===== src/rtl/qc_pkg.sv =====
`timescale 1ns/1ps
package qc_pkg;
  localparam int ADDR_W = 2;

  typedef enum logic [ADDR_W-1:0] {
    SEL_COUNT = 2'd0,
    SEL_MAX   = 2'd1,
    SEL_CTRL  = 2'd2,
    SEL_STAT  = 2'd3
  } reg_sel_e;

  localparam int ST_ERR    = 0;
  localparam int ST_UNINIT = 2;
  localparam int ST_LVL_A  = 4;
  localparam int ST_LVL_B  = 5;
  localparam int ST_LVL_Z  = 6;
  localparam int ST_LVL_S  = 7;
  localparam int ST_W      = 8;
endpackage


===== src/rtl/qc_edge_detect.sv =====
`timescale 1ns/1ps
module qc_edge_detect (
  input  logic clk_i,
  input  logic rst_ni,
  input  logic a_i,
  input  logic b_i,
  input  logic z_i,
  output logic up_o,
  output logic dn_o,
  output logic z_rise_o
);
  logic a_q, b_q, z_q;
  logic single;

  always_ff @(posedge clk_i or negedge rst_ni) begin
    if (!rst_ni) begin
      a_q <= 1'b0;
      b_q <= 1'b0;
      z_q <= 1'b0;
    end else begin
      a_q <= a_i;
      b_q <= b_i;
      z_q <= z_i;
    end
  end

  // exactly one phase moved: legal Gray step
  assign single   = (a_i ^ a_q) ^ (b_i ^ b_q);
  assign up_o     = single & (a_i ^ b_q);
  assign dn_o     = single & ~(a_i ^ b_q);
  assign z_rise_o = z_i & ~z_q;
endmodule


===== src/rtl/qc_pos_counter.sv =====
`timescale 1ns/1ps
module qc_pos_counter #(
  parameter int W = 16
) (
  input  logic         clk_i,
  input  logic         rst_ni,
  input  logic         en_i,
  input  logic         up_i,
  input  logic         dn_i,
  input  logic         z_rise_i,
  input  logic         realign_i,
  input  logic [W-1:0] max_i,
  output logic [W-1:0] count_o,
  output logic         idx_bad_o
);
  logic [W-1:0] count_q, count_d;

  always_comb begin
    count_d = count_q;
    if (en_i) begin
      if (z_rise_i && realign_i) count_d = '0;
      else if (up_i)             count_d = (count_q >= max_i) ? '0 : count_q + 1'b1;
      else if (dn_i)             count_d = (count_q == '0) ? max_i : count_q - 1'b1;
    end
  end

  always_ff @(posedge clk_i or negedge rst_ni) begin
    if (!rst_ni) count_q <= '0;
    else         count_q <= count_d;
  end

  assign count_o   = count_q;
  assign idx_bad_o = en_i & z_rise_i & (count_q != '0) & (count_q != max_i);
endmodule


===== src/rtl/qc_regs.sv =====
`timescale 1ns/1ps
module qc_regs
  import qc_pkg::*;
#(
  parameter int W = 16
) (
  input  logic              clk_i,
  input  logic              rst_ni,
  input  logic              we_i,
  input  logic [ADDR_W-1:0] addr_i,
  input  logic [W-1:0]      wdata_i,
  input  logic              idx_bad_i,
  output logic [W-1:0]      max_o,
  output logic              inited_o,
  output logic              realign_o,
  output logic              err_o,
  output logic              irq_o
);
  logic wr_max, wr_ctrl, wr_stat;

  assign wr_max  = we_i && (addr_i == SEL_MAX);
  assign wr_ctrl = we_i && (addr_i == SEL_CTRL);
  assign wr_stat = we_i && (addr_i == SEL_STAT);

  always_ff @(posedge clk_i or negedge rst_ni) begin
    if (!rst_ni) begin
      max_o     <= '0;
      inited_o  <= 1'b0;
      realign_o <= 1'b0;
    end else begin
      if (wr_max) begin
        max_o    <= wdata_i;
        inited_o <= 1'b1;
      end
      if (wr_ctrl) realign_o <= wdata_i[0];
    end
  end

  // sticky error, set beats clear
  always_ff @(posedge clk_i or negedge rst_ni) begin
    if (!rst_ni) begin
      err_o <= 1'b0;
      irq_o <= 1'b0;
    end else begin
      irq_o <= idx_bad_i;
      if (idx_bad_i)                   err_o <= 1'b1;
      else if (wr_stat && wdata_i[0])  err_o <= 1'b0;
    end
  end
endmodule


===== src/rtl/quad_pos_counter.sv =====
`timescale 1ns/1ps
module quad_pos_counter
  import qc_pkg::*;
#(
  parameter int W = 16
) (
  input  logic              clk_i,
  input  logic              rst_ni,
  input  logic              a_i,
  input  logic              b_i,
  input  logic              z_i,
  input  logic              s_i,
  input  logic              we_i,
  input  logic [ADDR_W-1:0] addr_i,
  input  logic [W-1:0]      wdata_i,
  output logic [W-1:0]      rdata_o,
  output logic              err_irq_o
);
  logic         step_up, step_dn, z_rise;
  logic         inited, realign, err_flag, idx_bad;
  logic [W-1:0] count, max_cnt;
  logic [ST_W-1:0] status;

  qc_edge_detect u_edge (
    .clk_i    (clk_i),
    .rst_ni   (rst_ni),
    .a_i      (a_i),
    .b_i      (b_i),
    .z_i      (z_i),
    .up_o     (step_up),
    .dn_o     (step_dn),
    .z_rise_o (z_rise)
  );

  qc_pos_counter #(.W(W)) u_cnt (
    .clk_i     (clk_i),
    .rst_ni    (rst_ni),
    .en_i      (inited),
    .up_i      (step_up),
    .dn_i      (step_dn),
    .z_rise_i  (z_rise),
    .realign_i (realign),
    .max_i     (max_cnt),
    .count_o   (count),
    .idx_bad_o (idx_bad)
  );

  qc_regs #(.W(W)) u_regs (
    .clk_i     (clk_i),
    .rst_ni    (rst_ni),
    .we_i      (we_i),
    .addr_i    (addr_i),
    .wdata_i   (wdata_i),
    .idx_bad_i (idx_bad),
    .max_o     (max_cnt),
    .inited_o  (inited),
    .realign_o (realign),
    .err_o     (err_flag),
    .irq_o     (err_irq_o)
  );

  always_comb begin
    status            = '0;
    status[ST_ERR]    = err_flag;
    status[ST_UNINIT] = ~inited;
    status[ST_LVL_A]  = a_i;
    status[ST_LVL_B]  = b_i;
    status[ST_LVL_Z]  = z_i;
    status[ST_LVL_S]  = s_i;
  end

  always_comb begin
    unique case (addr_i)
      SEL_COUNT: rdata_o = count;
      SEL_MAX:   rdata_o = max_cnt;
      SEL_CTRL:  rdata_o = {{(W-1){1'b0}}, realign};
      default:   rdata_o = {{(W-ST_W){1'b0}}, status};
    endcase
  end
endmodule


===== config.mk =====
export PLATFORM = sky130hd
export DESIGN_NAME = quad_pos_counter
export DESIGN_NICKNAME = d
export VERILOG_FILES = /design/src/rtl/qc_pkg.sv /design/src/rtl/qc_edge_detect.sv /design/src/rtl/qc_pos_counter.sv /design/src/rtl/qc_regs.sv /design/src/rtl/quad_pos_counter.sv
export SDC_FILE = /design/constraint.sdc
export NUM_CORES = 1
export LEC_CHECK = 0
export CAP_MARGIN = 10
export CORE_ASPECT_RATIO = 0.75
export CORE_MARGIN = 2
export CORE_UTILIZATION = 40
export CTS_CLUSTER_SIZE = 10
export DETAILED_ROUTE_END_ITERATION = 12
export SLEW_MARGIN = 20
export SYNTH_ARGS = -nofsm -noshare
export SYNTH_HDL_FRONTEND = slang
export SYNTH_SLANG_ARGS = --single-unit

===== constraint.sdc =====
create_clock -name clk_i -period 2.6 [get_ports clk_i]
set_clock_uncertainty 0.05 [all_clocks]
set_input_delay 0.26 -clock clk_i [delete_from_list [all_inputs] [get_ports clk_i]]
set_output_delay 0.26 -clock clk_i [all_outputs]
set_load 0.03 [all_outputs]

==> qor.yml <==
cells_and_area:
  fillCellCount: 775
  seq_area_um2: 976
  multiInputGateArea_um2: 2010
  drive_gt1_share_pct: 21.8
  final_cells: 537
  syn_to_final_growth_pct: 25.6
  final_nets: 477
  final_common_cell: "buf_4"
  antenna_cells: 0
  final_cell_mix: "buf_4 (61), dfrtp_1 (39), nor2_1 (29), nand2_1 (27), clkdlybuf4s50_1 (25)"
sta:
  fin_crit_ns: 2.45
  period_share_pct: 94.4
  final_max_slew_viol_count: 0
  rsz0062_at_grt: "no"
  max_slew_margin_pct: 37.3
  finalHoldViolations: 0
  setup-tns-final_ns: 0
  setup_violations: 0
  max_freq_mhz: 407
  tightest_slew_ns: 0.941
  fin_ws_ns: 0.145
floorplanning:
  core_um2: 7780
  io_pins: 42
  rows: 28
  fp.dieW_um: 107
  die_area_um2: 8670
  start_util_pct: 40.8
  die_height_um: 81.1
placement:
  dp.cells: 531
  io_buffers: 41
  hpwl_um: 7710
  gp_congestion: 0.913
  post-place-ws_ns: 0.0589
cts:
  post_cts_resized: 0
  post_cts_buffers: 0
  cts_root_buf: "clkbuf_8"
  cts_buffer_depth: 2
  clock_latency_ns: 0.30
  ctsHoldBuffers: 0
  cts_buffers: 5
  tritoncts: "done"
  htreeDepth: 2
  clkSinkCount: 39
  path_clk_slew_ns: 0.08
setup_path:
  worstPathRequired_ns: 2.72
  cp_data_arrival_time_ns: 2.58
  r2r_cells: 8
  reg2reg_to: "u_cnt.count_o[3]$_DFFE_PN0P_"
  r2r_start: "u_regs.max_o[11]$_DFFE_PN0P_"
  rrSetupSlack_ns: 0.15
  path_class: "register to register"
  crit_start: "u_regs.max_o[11]$_DFFE_PN0P_"
  worstPathMaxFanout: 4
  cp-end-kind: "register"
  crit_path_start_kind: "register"
  crit_end: "u_cnt.count_o[3]$_DFFE_PN0P_"
global_routing:
  grt_pass1_wl_um: 16400
  grt_pass1_vias: 3072
  grt_antenna_before_repair: 0
  grt_max_degree: 40
  grt.total_usage_pct: 25.0
  grt.overflow.total: 0
detailed_routing:
  wl_um: 10200
  vias_per_cell: 5.75
  vias: 3089
  drc_errors: 0
  antenna_left: 0
  drt_iter0_drc: 234
  wl_per_cell_um: 19.0
  drt_pass1_iterations: 5
power_and_ir_drop:
  powerDensity_nw_per_um2: 884
  p_leak_nw: 1.78
  vdd_drop_max_mv: 0.313
outcome:
  status: "finished, final reports clean"
logic_synthesis:
  synth.area.mux_share_pct: 10.8
  synth_fa_ha_area_share_pct: 7.49
  synth_fp_nets: 406
  syn_inst: 362
  synth_edf_count: 0
  synth-xor-area-share_pct: 3.86
  synthDistinctLibCells: 64
  ys_seq_area_share_pct: 30.7
  yosysWarningCount: 0
  synth-main-ff-cell: "dfrtp_1"
  yosys.area_share.simple_pct: 22.1
  async_reset_ff_share_pct: 100
  postSynthAreaPerCell_um2: 8.77
  netlist_area_um2: 3170
  synth_compound_area_share_pct: 18.9
  synth_top_family_by_area: "simple AND/OR/NAND/NOR gates"
  synth_seq_cells: 39
job:
  drv_cap: 0
min_path:
  hold_path.class: "input port to async pin"
[cells in the mapped netlist (2+ instances only)]
master	instances	area share [%]
nand3_1	13	2.0
nor2_1	29	3.4
nor3_1	7	1.1
inv_1	21	2.5
nor4_1	4	0.79
o21ai_0	22	3.5
a311oi_1	3	0.83
mux2i_1	13	4.1
a221o_1	2	0.63
o22ai_1	2	0.39
buf_2	7	1.1
o211ai_1	6	1.4
a41oi_1	3	0.83
mux2_2	17	6.0
and4_1	3	0.83
and2_1	2	0.39
buf_6	2	0.71
nand4_1	7	1.4
a22o_1	6	1.7
and3_1	6	1.2
o221ai_1	3	0.83
a211o_1	3	0.83
nand2b_1	7	1.4
ha_1	19	7.5
o31a_1	2	0.55
nand3b_1	5	1.2
o31ai_1	3	0.71
nor3b_1	2	0.47
a21oi_1	19	3.0
xor2_1	3	0.83
clkbuf_1	12	1.4
dfrtp_1	39	31
nor4b_1	2	0.55
xnor2_1	11	3.0
nand2_1	28	3.3
[report_power, final]
part           switching, W  internal (W)  total (W)
Clock              0.000219      0.000179   0.000399
Sequential         0.000203      0.000763   0.000966
Combinational       0.00121      0.000952    0.00216
Total               0.00163       0.00189    0.00352
[registers in the layout, indices dropped and copies added (netlist names)]
register / cells
u_regs.max_o: 16
u_edge.b_q: 1
u_regs.inited_o: 1
u_regs.err_o: 1
u_regs.realign_o: 1
u_cnt.count_o: 16
u_edge.z_q: 1
u_regs.irq_o: 1
u_edge.a_q: 1
[cells by family after synthesis]
kind of cell	after synthesis
AND/OR/NAND/NOR	128
AO/OA/AOI/OAI	87
buffers and inverters	44
flip-flops	39
multiplexers	31
adder cells (fa/ha/maj)	19
XOR/XNOR	14
[critical path, cell delays in order (launching register included)]
cell	delay, ns
dfrtp_1	0.38
inv_1	0.09
ha_1	0.31
a21oi_1	0.13
o21ai_0	0.17
a2111oi_1	0.47
buf_4	0.19
nand2_1	0.15
o311ai_1	0.39
[metal layers]
metal / wire (um) / global-route usage, % / up-vias
met5: 0 / 0 / -
met3: 619 / 3.69 / 15
met2: 4330 / 38.7 / 122
li1: - / - / 1473
met4: 174 / 5.84 / 0
met1: 5060 / 36.9 / 1479
[worst min path at each step]
| stage | from | to | slack, ns |
|---|---|---|---|
| after floorplan | rst_ni | u_cnt.count_o[0]$_DFFE_PN0P_ | -0.09 |
| after global placement | u_regs.err_o$_DFFE_PN0P_ | u_regs.err_o$_DFFE_PN0P_ | 0.40 |
| after detailed placement | rst_ni | u_regs.max_o[12]$_DFFE_PN0P_ | 0.42 |
| after CTS | rst_ni | u_regs.max_o[12]$_DFFE_PN0P_ | 0.09 |
| after global routing | rst_ni | u_regs.max_o[12]$_DFFE_PN0P_ | 0.11 |
| final | rst_ni | u_regs.max_o[12]$_DFFE_PN0P_ | 0.05 |
[area by class of cell]
| cell class | count | area share (%) |
|---|---|---|
| multi-input combinational | 279 | 50.5 |
| sequential | 39 | 24.5 |
| timing repair buffer | 87 | 17.9 |
| tap | 105 | 3.30 |
| inverter | 21 | 1.98 |
| clock buffer | 6 | 1.82 |
[metrics by stage]
step	utilization (%)	hold WS [ns]	cell area (um2)	power, W
floorplan	-	-0.0856	3170	0.00235
global placement	50.2	0.403	3910	0.00308
detailed placement	50.2	0.415	3910	0.00309
CTS	51.1	0.0932	3980	0.00351
global route	51.3	0.114	3990	0.00381
finish	51.3	0.0465	3990	0.00352
(Power assumes the default switching activity.)
